$ cat src/rtl/tkd_pkg.sv
`timescale 1ns/1ps
package tkd_pkg;

  typedef enum logic [1:0] {
    ST_IDLE = 2'd0,
    ST_MEAS = 2'd1,
    ST_HOLD = 2'd2
  } tkd_state_e;

  // number of set bits in a word
  function automatic int ones(input logic [31:0] v);
    int c;
    c = 0;
    for (int b = 0; b < 32; b++) c += int'(v[b]);
    return c;
  endfunction

  // size of the channel groups whose AND tracks the earliest members
  function automatic int group_size(input int n, input int k);
    return n - k + 1;
  endfunction

endpackage

$ cat src/rtl/tkd_spike_edge.sv
`timescale 1ns/1ps
module tkd_spike_edge (
  input  logic clk,
  input  logic rst_n,
  input  logic spk_raw,
  output logic spk_rise
);
  logic [2:0] sh;

  always_ff @(posedge clk) begin
    if (!rst_n) sh <= '0;
    else        sh <= {sh[1:0], spk_raw};
  end

  // sh[0], sh[1] form the synchronizer; sh[2] delays for edge detection
  assign spk_rise = sh[1] & ~sh[2];
endmodule

$ cat src/rtl/tkd_interval.sv
`timescale 1ns/1ps
module tkd_interval #(
  parameter int END_CNT = 2
) (
  input  logic clk,
  input  logic rst_n,
  input  logic start,
  input  logic clr,
  input  logic spk_rise,
  output logic q
);
  localparam int CW = $clog2(END_CNT + 1);
  localparam logic [CW-1:0] LAST = CW'(END_CNT - 1);

  logic [CW-1:0] cnt;
  logic          q_r;

  always_ff @(posedge clk) begin
    if (!rst_n) begin
      q_r <= 1'b0;
      cnt <= '0;
    end else if (start) begin
      q_r <= 1'b1;
      cnt <= '0;
    end else if (clr) begin
      q_r <= 1'b0;
    end else if (q_r && spk_rise) begin
      if (cnt == LAST) q_r <= 1'b0;
      cnt <= cnt + 1'b1;
    end
  end

  assign q = q_r;

  // an interval only ends on a detected spike or on the timeout clear
  p_end_cause_r3: assert property (@(posedge clk) disable iff (!rst_n)
    $fell(q_r) |-> ($past(spk_rise) || $past(clr)));

  // an ended interval stays ended until the next start
  p_stay_low_r8: assert property (@(posedge clk) disable iff (!rst_n)
    (!q_r && !start) |=> !q_r);
endmodule

$ cat src/rtl/tkd_match.sv
`timescale 1ns/1ps
module tkd_match
  import tkd_pkg::*;
#(
  parameter int N_CH  = 6,
  parameter int K_SEL = 3
) (
  input  logic            clk,
  input  logic            rst_n,
  input  logic            start,
  input  logic            enable,
  input  logic [N_CH-1:0] q,
  output logic [N_CH-1:0] fp
);
  localparam int SUB_SZ = group_size(N_CH, K_SEL);
  localparam int N_MSK  = 1 << N_CH;

  logic [N_CH-1:0]  q_d;
  logic [N_CH-1:0]  fall;
  logic [N_MSK-1:0] grp_fall;
  logic             any_grp_fall;
  logic [N_CH-1:0]  fp_r;

  always_ff @(posedge clk) begin
    if (!rst_n) q_d <= '0;
    else        q_d <= q;
  end

  assign fall = q_d & ~q;

  // one AND term per channel group of SUB_SZ members; other masks unused
  for (genvar m = 0; m < N_MSK; m++) begin : g_grp
    localparam logic [N_CH-1:0] MSK = N_CH'(m);
    if (ones(32'(m)) == SUB_SZ) begin : g_on
      logic and_prev, and_now;
      assign and_prev    = ((q_d & MSK) == MSK);
      assign and_now     = ((q   & MSK) == MSK);
      assign grp_fall[m] = and_prev & ~and_now;
    end else begin : g_off
      assign grp_fall[m] = 1'b0;
    end
  end

  assign any_grp_fall = |grp_fall;

  always_ff @(posedge clk) begin
    if (!rst_n)                         fp_r <= '0;
    else if (start)                     fp_r <= '0;
    else if (enable && any_grp_fall)    fp_r <= fp_r | fall;
  end

  assign fp = fp_r;

  // a start empties the mask
  p_fp_clear_r2: assert property (@(posedge clk) disable iff (!rst_n)
    start |=> (fp_r == '0));

  // outside a measurement the mask holds
  p_fp_hold_r8: assert property (@(posedge clk) disable iff (!rst_n)
    (!enable && !start) |=> $stable(fp_r));

  // a newly set bit belongs to a channel whose interval just ended
  p_new_bit_fell_r4: assert property (@(posedge clk) disable iff (!rst_n)
    (enable && !start) |=> (((fp_r & ~$past(fp_r)) & ~$past(fall)) == '0));
endmodule

$ cat src/rtl/tkd_ctrl.sv
`timescale 1ns/1ps
module tkd_ctrl
  import tkd_pkg::*;
#(
  parameter int N_CH  = 6,
  parameter int TMO_W = 16
) (
  input  logic             clk,
  input  logic             rst_n,
  input  logic             start,
  input  logic [N_CH-1:0]  q,
  input  logic [TMO_W-1:0] tmo_limit,
  output logic             busy,
  output logic             tmo_hit,
  output logic             all_ended,
  output logic             done_o
);
  tkd_state_e       st;
  logic [TMO_W-1:0] timer;

  assign busy      = (st == ST_MEAS);
  assign all_ended = busy && (q == '0);
  assign tmo_hit   = busy && (timer == tmo_limit);
  assign done_o    = (st == ST_HOLD);

  always_ff @(posedge clk) begin
    if (!rst_n) begin
      st    <= ST_IDLE;
      timer <= '0;
    end else if (start) begin
      st    <= ST_MEAS;
      timer <= '0;
    end else if (busy) begin
      if (all_ended || tmo_hit) st <= ST_HOLD;
      else                      timer <= timer + 1'b1;
    end
  end

  // start always clears done
  p_start_clears_done_r2: assert property (@(posedge clk) disable iff (!rst_n)
    start |=> !done_o);

  // reaching the limit closes the measurement
  p_tmo_done_r7: assert property (@(posedge clk) disable iff (!rst_n)
    (tmo_hit && !start) |=> done_o);

  // done holds until a start
  p_done_hold_r8: assert property (@(posedge clk) disable iff (!rst_n)
    (done_o && !start) |=> done_o);
endmodule

$ cat src/rtl/spike_topk_detector.sv
`timescale 1ns/1ps
module spike_topk_detector
  import tkd_pkg::*;
#(
  parameter int N_CH    = 6,
  parameter int K_SEL   = 3,
  parameter int TMO_W   = 16,
  parameter int END_CNT = 2
) (
  input  logic             clk,
  input  logic             rst_n,
  input  logic             read_start,
  input  logic [N_CH-1:0]  spike_in,
  input  logic [TMO_W-1:0] tmo_limit,
  output logic [N_CH-1:0]  topk_mask,
  output logic             done
);
  logic [N_CH-1:0] spk_rise;
  logic [N_CH-1:0] q_vec;
  logic            busy, tmo_hit, all_ended;

  for (genvar i = 0; i < N_CH; i++) begin : g_ch
    tkd_spike_edge u_edge (
      .clk      (clk),
      .rst_n    (rst_n),
      .spk_raw  (spike_in[i]),
      .spk_rise (spk_rise[i])
    );
    tkd_interval #(.END_CNT(END_CNT)) u_ivl (
      .clk      (clk),
      .rst_n    (rst_n),
      .start    (read_start),
      .clr      (tmo_hit),
      .spk_rise (spk_rise[i]),
      .q        (q_vec[i])
    );
  end

  tkd_ctrl #(.N_CH(N_CH), .TMO_W(TMO_W)) u_ctrl (
    .clk       (clk),
    .rst_n     (rst_n),
    .start     (read_start),
    .q         (q_vec),
    .tmo_limit (tmo_limit),
    .busy      (busy),
    .tmo_hit   (tmo_hit),
    .all_ended (all_ended),
    .done_o    (done)
  );

  tkd_match #(.N_CH(N_CH), .K_SEL(K_SEL)) u_match (
    .clk    (clk),
    .rst_n  (rst_n),
    .start  (read_start),
    .enable (busy),
    .q      (q_vec),
    .fp     (topk_mask)
  );

  // a final result never coexists with an open interval
  p_done_quiet_r6: assert property (@(posedge clk) disable iff (!rst_n)
    done |-> (q_vec == '0));

  // a measurement where every channel finished marks at least K_SEL channels
  p_topk_count_r4: assert property (@(posedge clk) disable iff (!rst_n)
    (all_ended && !read_start) |=> ($countones(topk_mask) >= K_SEL));
endmodule

$ cat config.mk
export PLATFORM = sky130hd
export DESIGN_NAME = spike_topk_detector
export DESIGN_NICKNAME = d
export VERILOG_FILES = /design/src/rtl/tkd_pkg.sv /design/src/rtl/tkd_spike_edge.sv /design/src/rtl/tkd_interval.sv /design/src/rtl/tkd_match.sv /design/src/rtl/tkd_ctrl.sv /design/src/rtl/spike_topk_detector.sv
export SDC_FILE = /design/constraint.sdc
export NUM_CORES = 1
export LEC_CHECK = 0
export CORE_ASPECT_RATIO = 1.75
export CORE_MARGIN = 10
export CORE_UTILIZATION = 45
export CTS_BUF_LIST = sky130_fd_sc_hd__clkbuf_4 sky130_fd_sc_hd__clkbuf_8 sky130_fd_sc_hd__clkbuf_16
export DETAILED_ROUTE_END_ITERATION = 10
export DONT_BUFFER_PORTS = 1
export HOLD_SLACK_MARGIN = 0.06
export PLACE_DENSITY = 0.7
export SLEW_MARGIN = 20
export SYNTH_ARGS = -nofsm -noshare
export SYNTH_HDL_FRONTEND = slang
export SYNTH_SLANG_ARGS = --single-unit
$ cat constraint.sdc
create_clock -name clk -period 3.4 [get_ports clk]
set_clock_uncertainty 0.15 [all_clocks]
set_input_delay 0.17 -clock clk [delete_from_list [all_inputs] [get_ports clk]]
set_output_delay 0.17 -clock clk [all_outputs]
set_load 0.01 [all_outputs]
======== Yosys cells after proc, flatten, opt, wreduce, memory -nomap -nowiden ========
Index checks and enable logic that the tools add are counted.
storage, ports and cells
  flip-flop bits (word level) ............. 66
  input bits .............................. 25
  output and inout bits ................... 7
  logic and storage cells ................. 186
operators by class
  add/sub/neg operators ................... 7
  equality and inequality tests ........... 39
  mux-type cells .......................... 27
  bitwise logic cells ..................... 48
  reductions and logical operators ........ 42
operators with widths
  cell                                                 count
  equality test 4 bit, second input constant           30
  nonzero test 3 bit                                   12
  AND reduction 2 bit                                  15
  two-way mux 1 bit                                    27
  NOT 1 bit                                            24
  bitwise AND 1 bit                                    21
  adder 16 x 1 -> 16 bit, second input constant        1
  equality test 16 bit                                 1
  OR reduction 15 bit                                  1
  equality test 2 x 1 -> 1 bit, second input constant  7
  adder 2 x 1 -> 2 bit, second input constant          6
  logical AND 1 bit                                    9
  bitwise AND 6 bit                                    1
  logical NOT 6 bit                                    1
  NOT 6 bit                                            1
  OR 6 bit                                             1
  nonzero test 2 bit                                   2
  equality test 2 bit, second input constant           1
  OR reduction 2 bit                                   1
  logical OR 1 bit                                     1

======== Longest topological paths before layout ========
Gate-level depths: netlist (run 1).
  depth after elaboration ................. 6
  gate-level depth with buffers ........... 7
  gate-level depth less buffers ........... 7

======== Modules after synthesis ========
A second synthesis (run 1) with hierarchy kept.
unflattened totals
  cells, all modules ...................... 358
  area, all modules ....................... 3364.5 sq um
modules (own cells, without submodules)
  module          instances  cells each  area each (sq um)  seq. area each (sq um)
  tkd_ctrl        1          133         1142.3             360.3
  tkd_interval    6          14          142.6              60.1
  tkd_match       1          99          810.8              240.2
  tkd_spike_edge  6          7           92.6               60.1

======== Worst setup path before layout (run 1) ========
Ideal clock, no wire load.
  kind .................................... register to register
  start point ............................. register u_ctrl.timer[6]
  end point ............................... register u_ctrl.st[0]
  setup time .............................. 115 ps
  arrival ................................. 1621 ps
  required time ........................... 3135 ps
  path slack .............................. 1515 ps
  cell stages (with the launch flop) ...... 8
  path buffers ............................ 1
  clock period less this slack ............ 1885 ps
  cells stage by stage .................... dfxtp_1 > xnor2_1 > nand4_1 > nor4_4 > nand2_2 > buf_6 > o211a_1 > o21a_1
between the ends
  longest elaborated chain between the ends .. 5
ends and longest elaborated chain
  item                           line            text
  start: declaration             tkd_ctrl.sv:19  logic [TMO_W-1:0] timer;
  start signal: assignment       tkd_ctrl.sv:35  else timer <= timer + 1'b1;
  equality test 16 bit           tkd_ctrl.sv:23  assign tmo_hit = busy && (timer == tmo_limit);
  logical AND 1 bit              tkd_ctrl.sv:23
  logical OR 1 bit               tkd_ctrl.sv:34  if (all_ended || tmo_hit) st <= ST_HOLD;
  nonzero test 2 bit (no line)   -
  AND reduction 2 bit (no line)  -
  end signal: assignment         tkd_ctrl.sv:28  st <= ST_IDLE;
  end signal: assignment         tkd_ctrl.sv:31  st <= ST_MEAS;
  end signal: assignment         tkd_ctrl.sv:34
  end: declaration               tkd_ctrl.sv:18  tkd_state_e st;
Every way passes these cells.
A chain may end at the register's enable or synchronous reset.

======== Worst setup path in the final report (run 1) ========
  start point ............................. register u_ctrl.timer[5]
  end point ............................... register g_ch[2].u_ivl.cnt[1]
between the ends
  longest elaborated chain between the ends .. 4
ends and longest elaborated chain
  item                           line                text
  equality test 16 bit           tkd_ctrl.sv:23
  logical AND 1 bit              tkd_ctrl.sv:23
  NOT 1 bit (no line)            -
  AND reduction 2 bit (no line)  -
  end signal: assignment         tkd_interval.sv:29  cnt <= cnt + 1'b1;
  end: declaration               tkd_interval.sv:15  logic [CW-1:0] cnt;
Every way passes these cells.

==> flow_summary.toml, run 1 <==
[floorplan]
initial_core_util_pct = 46.1
io_pins = 32
rows = 40
core_area_um2 = 6860
die_x_um = 83.3
die-area_um2 = 10900
die_y_um = 131

[detailed_routing]
post_drt_via_cell_ratio = 5.75
wl_met3_um = 324
routed.top_layer = "met4"
met1_length_um = 2710
wl_met2_um = 3960
routed_wl_um = 7220
vias = 2597
ant_nets = 0
drt_pre_antenna_iters = 5
first_iter_violations = 259
wl_per_cell_um = 16.0
drc_errors = 0

[power_and_ir_drop]
p_leak_uw = 0.00133
power.density_nw_per_um2 = 537
irDropWorstVdd_mv = 0.368

[clocking]
clock-root-buffer = "clkbuf_16"
post_cts_resized = 0
cts_made_buffers = 9
clkSinkCount = 66
cts_max_path_buffers = 2
clkTransAtPathRegs_ns = 0.05
clkLatencyLatePin_ns = 0.33
cts_tree = "done"
htreeDepth = 3
hold_buffers = 8
cts_setup_buffers = 0

[logic_synthesis]
synth_edf_count = 0
synth_commonest_cells = "dfxtp_1, nand2_1, nor2_1"
synth_most_common_cell = "dfxtp_1"
ys_types = 43
syn-mean-instance-area_um2 = 8.68
yosysWarnings = 0
yosys.area.top_type = "dfxtp_1"
async_flop_share_pct = 0
syn-instance-count = 364
ys_ff_latch = 66
synth_top_cell_area_share_pct = 41.8
yosys_most_used_dff = "dfxtp_1"
syn_nets = 396
synth_area_um2 = 3160
synthTopCellsByArea = "dfxtp_1, xnor2_1, and2_1"
seq_area_frac_synth_pct = 41.8

[cells_and_area]
area_growth_pct = 13.4
fillers = 638
antenna_cells = 0
layout.cells.non_filler = 452
layout-drive-gt1-share_pct = 9.24
stdcell_area_um2 = 3580
nets = 395

[timing]
report.final.hold_viol_count = 0
fin_crit_sh_pct = 66.7
finalSetupViolCount = 0
slew_headroom_pct = 38.9
fin_crit_ns = 2.27
rsz0062_at_grt = "false"
tightest_slew_ns = 0.916
timing.fmax_mhz = 441
slew_viol_final = 0
tns_ns = 0

[grt]
grt_first_pass_wirelength_um = 11800
antenna_found_initial = 0
grt.overflow.total = 0
grt_max_degree = 32
track_usage_pct = 13.5
grt_pass1_vias = 2536

[placement]
gp_congestion = 0.850
dpl_cell_area_um2 = 3180
place_inst = 428
dp_hpwl_um = 5130
portBuffers = 0

[setup_path]
reg2reg_from = "u_ctrl.timer[5]"
reg2reg_depth = 6
reg2reg_slack_ns = 1.13
crit_required_ns = 3.43
path_class = "reg2reg"
end_kind = "flop"
arrival_ns = 2.30
start_kind = "flop"
r2r-end = "g_ch[2].u_ivl.cnt[1]"
critPathMaxFanout = 20

[min_path]
holdPathEnd = "g_ch[0].u_ivl.cnt[0]"
hold_path.class = "in2reg"
hp-start = "rst_n"
hold_depth = 4

[run_status]
status = "finished, final reports clean"

[job]
drv_cap = 0
-- where the power goes --
group | switching, uW | internal [uW]
clock network | 330 | 667
registers | 28.6 | 795
logic | 58.6 | 46.7
total | 418 | 1510
-- how the worst max path moves through the flow --
stage,start,to,slack (ns),cells past startpoint
global route,u_ctrl.timer[5],g_ch[3].u_ivl.cnt[1],0.87,6
global placement,u_ctrl.timer[5],g_ch[2].u_ivl.cnt[1],1.19,6
CTS,u_ctrl.timer[5],g_ch[3].u_ivl.cnt[1],1.12,6
finish,u_ctrl.timer[5],g_ch[2].u_ivl.cnt[1],1.13,6
detailed placement,u_ctrl.timer[5],g_ch[2].u_ivl.cnt[1],1.14,6
floorplan,u_ctrl.timer[6],u_ctrl.st[0],1.51,7
-- sequential cells by signal, summed over array words and instances (netlist names) --
name            count
g_ch.u_edge.sh     18
u_ctrl.timer       16
g_ch.u_ivl.cnt     12
g_ch.u_ivl.q        6
u_match.fp          6
u_match.q_d         6
u_ctrl.st           2
-- layer usage --
metal,vias up,global-route usage (%)
li1,1287,-
met1,1231,12.3
met2,59,25.4
met3,20,4.46
met4,0,8.45
met5,-,0
-- final cells by class --
class / instances / area, um2 / share of cell area [%]
clock buffers: 11 / 246 / 6.88
flip-flops and latches: 66 / 1320 / 36.9
well taps: 84 / 105 / 2.93
repair buffers: 12 / 110 / 3.07
inverters: 8 / 30.0 / 0.838
clock inverters: 5 / 77.6 / 2.16
multi-input cells: 266 / 1690 / 47.2
-- cells by family after synthesis --
kind of cell	count (synthesis)	share of synthesized area [%]
AND/OR/NAND/NOR	162	28.5
multiplexers	3	0.951
AO/OA/AOI/OAI	75	16.1
buffers and inverters	32	4.59
flip-flops	66	41.8
adder cells (fa/ha/maj)	7	2.77
XOR/XNOR	19	5.27
-- through the flow --
step                hold WS (ns)  total power (uW)  setup WS (ns)  utilization, %
finish                     0.143              1930           1.13            52.3
global route               0.172              2000          0.874            52.3
detailed placement         0.147               932           1.14            46.4
CTS                        0.131              1950           1.12            52.3
global placement           0.142               929           1.19            46.4
floorplan                  0.147               914           1.51               -
-- layout by cell type, fill, tap and decap left out, types with 7 or more instances in the layout --
master and instances:
nand4_1 12, inv_1 8, nand3_1 14, xnor2_1 18, clkbuf_16 9, a21oi_1 15
and2_1 24, nor2_1 27, a41o_1 7, a31oi_1 20, ha_1 7, nor2b_1 11
o21ai_0 11, nand2_1 31, nand2b_1 12, dlygate4sd3_1 8, dfxtp_1 66
-- worst max-delay path: stages, from the launching register on --
cell and delay [ns]:
dfxtp_1 0.46, xnor2_1 0.15, nand4_1 0.18, nor4_4 0.47, nand2_2 0.33, a31oi_1 0.30
nor3_2 0.06
(Power assumes the default switching activity.)
==> run 2, diff against run 1 <==
--- a/config.mk
+++ b/config.mk
@@ -5,6 +5,7 @@
 export SDC_FILE = /design/constraint.sdc
 export NUM_CORES = 1
 export LEC_CHECK = 0
+export ABC_AREA = 1
 export CORE_ASPECT_RATIO = 1.75
 export CORE_MARGIN = 10
 export CORE_UTILIZATION = 45
==> constraint.sdc (replaced) <==
create_clock -name clk -period 2.2 [get_ports clk]
set_clock_uncertainty 0.15 [all_clocks]
set_input_delay 0.11 -clock clk [delete_from_list [all_inputs] [get_ports clk]]
set_output_delay 0.11 -clock clk [all_outputs]
set_load 0.01 [all_outputs]
==> flow_summary.toml, run 2 <==
[run_status]
status = "finished, final reports clean"

[job]
drv_cap = 0

[cells_and_area]
antenna_cells = 0
fillers = 773
layout_commonest_cell = "nand2_1"
fin_util_pct = 53.9
nets = 630
stdcell_area_um2 = 4260
regMostFlops = "g_ch.u_edge.sh"
mostFrequentLayoutCells = "nand2_1, inv_1, nor2_1"
area_growth_pct = 17.6
largest_register_ffs = 18
largestRegisters = "g_ch.u_edge.sh: 18 flops, u_ctrl.timer: 16 flops, g_ch.u_ivl.cnt: 12 flops"
layout-drive-gt1-share_pct = 5.64

[timing]
tightest_slew_ns = 0.738
rsz0062_at_grt = "false"
timing.fmax_mhz = 516
slew_headroom_pct = 50.8
fin_crit_ns = 1.94
slew_viol_final = 0
report.final.hold_viol_count = 0
finalSetupViolCount = 0
fin_crit_sh_pct = 88.0
tns_ns = 0

[setup_path]
critical-path-max-stage-delay_ns = 0.46
cp-startpoint = "u_ctrl.timer[0]"
crit_family = "simple AND/OR/NAND/NOR gates"
cp_cell_sequence = "ha_1 > nand2_1 > nor2_1 > nand3_1 > xor2_1 > nand4_1 > a21oi_2"
reg2reg_from = "u_ctrl.timer[0]"
path_class = "reg2reg"
crit_required_ns = 2.32
end_kind = "flop"
arrival_ns = 2.05
critPathSlowestCell = "dfxtp_1"
critPathMaxFanout = 7
crit_buf_inv = 0
start_kind = "flop"

[grt]
antenna_found_initial = 0
grt_pass1_vias = 3408
grt.overflow.total = 0
grt_first_pass_wirelength_um = 15600
grt_max_degree = 33
track_usage_pct = 16.0

[placement]
dp_hpwl_um = 6700
gp_congestion = 0.981
portBuffers = 0
dpl_cell_area_um2 = 3640

[floorplan]
io_pins = 32
die_x_um = 87.8
rows = 43
initial_core_util_pct = 45.8
core_area_um2 = 7910
die_y_um = 139
die-area_um2 = 12200

[clocking]
clock-root-buffer = "clkbuf_16"
cts_tree = "done"
clkLatencyLatePin_ns = 0.33
clkSinkCount = 66
cts_setup_buffers = 0
cts_made_buffers = 9
cts_max_path_buffers = 2
clkTransAtPathRegs_ns = 0.06
htreeDepth = 3

[min_path]
hold_path.class = "in2reg"
hp-start = "rst_n"

[power_and_ir_drop]
power.density_nw_per_um2 = 736
irDropWorstVdd_mv = 0.621
p_leak_uw = 0.00190

[logic_synthesis]
synth_area_um2 = 3620
yosys.area.top_type = "dfxtp_1"
synth_top_cell_area_share_pct = 36.5
yosys_most_used_dff = "dfxtp_1"
synth_edf_count = 0
syn-instance-count = 579
seq_area_frac_synth_pct = 36.5
syn-mean-instance-area_um2 = 6.26
synth_most_common_cell = "nand2_1"
ys_ff_latch = 66
ys_types = 27
synth_commonest_cells = "nand2_1, inv_1, nor2_1"
syn_nets = 611
async_flop_share_pct = 0
synthTopCellsByArea = "dfxtp_1, nand2_1, inv_1"
yosysWarnings = 0

[detailed_routing]
vias = 3559
routed_wl_um = 9380
ant_nets = 0
drt_pre_antenna_iters = 4
post_drt_via_cell_ratio = 5.14
first_iter_violations = 190
drc_errors = 0
wl_per_cell_um = 13.5
-- run 2: changes by cell type after synthesis, sizes merged, moves of 20 or more --
cell | previous run | this run
a31oi | 20 | 0
nand3 | 14 | 36
nor2 | 27 | 77
and2 | 24 | 0
nand2 | 32 | 191
a21oi | 16 | 43
inv | 8 | 94
-- run 2: routing by layer --
| metal | GRT usage (%) | share of wire (%) | routed length (um) | up-vias |
|---|---|---|---|---|
| met5 | 0 | 0 | 0 | - |
| li1 | - | - | - | 1823 |
| met3 | 2.82 | 4.7 | 439 | 20 |
| met1 | 15.5 | 36 | 3380 | 1637 |
| met2 | 28.9 | 56 | 5240 | 79 |
| met4 | 10.6 | 3.4 | 322 | 0 |
-- run 2: final timing paths --
kind	end	slack [ns]	depth (start not counted)
worst min register to register	g_ch[5].u_ivl.cnt[1]	0.33	2
worst max-delay path	u_ctrl.timer[12]	0.26	7
worst max register to register	u_ctrl.timer[12]	0.26	7
worst min-delay path	g_ch[2].u_edge.sh[0]	0.27	3
-- run 2: timing repair --
item                      CTS  global route
gates resized for setup     0             0
hold endpoints to repair   45             0
hold buffers               27             0
-- run 2: cell type report --
cell class / instances / area, um2 / share of cell area [%]
flip-flops and latches: 66 / 1320 / 31.0
inverters: 94 / 353 / 8.28
multi-input cells: 396 / 1830 / 42.8
repair buffers: 31 / 300 / 7.04
clock inverters: 7 / 125 / 2.94
well taps: 90 / 113 / 2.64
clock buffers: 9 / 225 / 5.28
-- run 2: worst register-to-register path: cells and delay by family (launching register included) --
kind                     cells  cell delay, ns
adder cells (fa/ha/maj)      1            0.30
AO/OA/AOI/OAI                1            0.15
XOR/XNOR                     1            0.17
AND/OR/NAND/NOR              4            0.64
flip-flops                   1            0.46
-- run 2: where the power goes --
part	leakage [uW]	internal, uW	switching, uW	total [uW]
combinational	0.00119	76.9	112	188
clock	0.000171	1120	562	1680
sequential	0.000539	1230	40.6	1270
-- run 2: logic make-up (layout without fill, tap and decap cells) --
group / Yosys count / count (layout) / synth area share (%)
simple gates: 330 / 330 / 38.5
fa+ha+maj: 7 / 7 / 2.42
xor+xnor: 11 / 11 / 2.66
compound gates: 48 / 48 / 6.83
flops: 66 / 66 / 36.5
buf+inv: 117 / 141 / 13.2
-- run 2: through the flow --
step | power, uW | cells | hold slack [ns] | setup WS, ns
floorplan | 1420 | 579 | 0.0576 | 0.615
global placement | 1450 | 650 | 0.0565 | 0.185
detailed placement | 1450 | 650 | 0.0607 | 0.0488
CTS | 3150 | 693 | 0.262 | 0.277
global route | 3250 | 693 | 0.281 | 0.101
finish | 3140 | 693 | 0.268 | 0.263
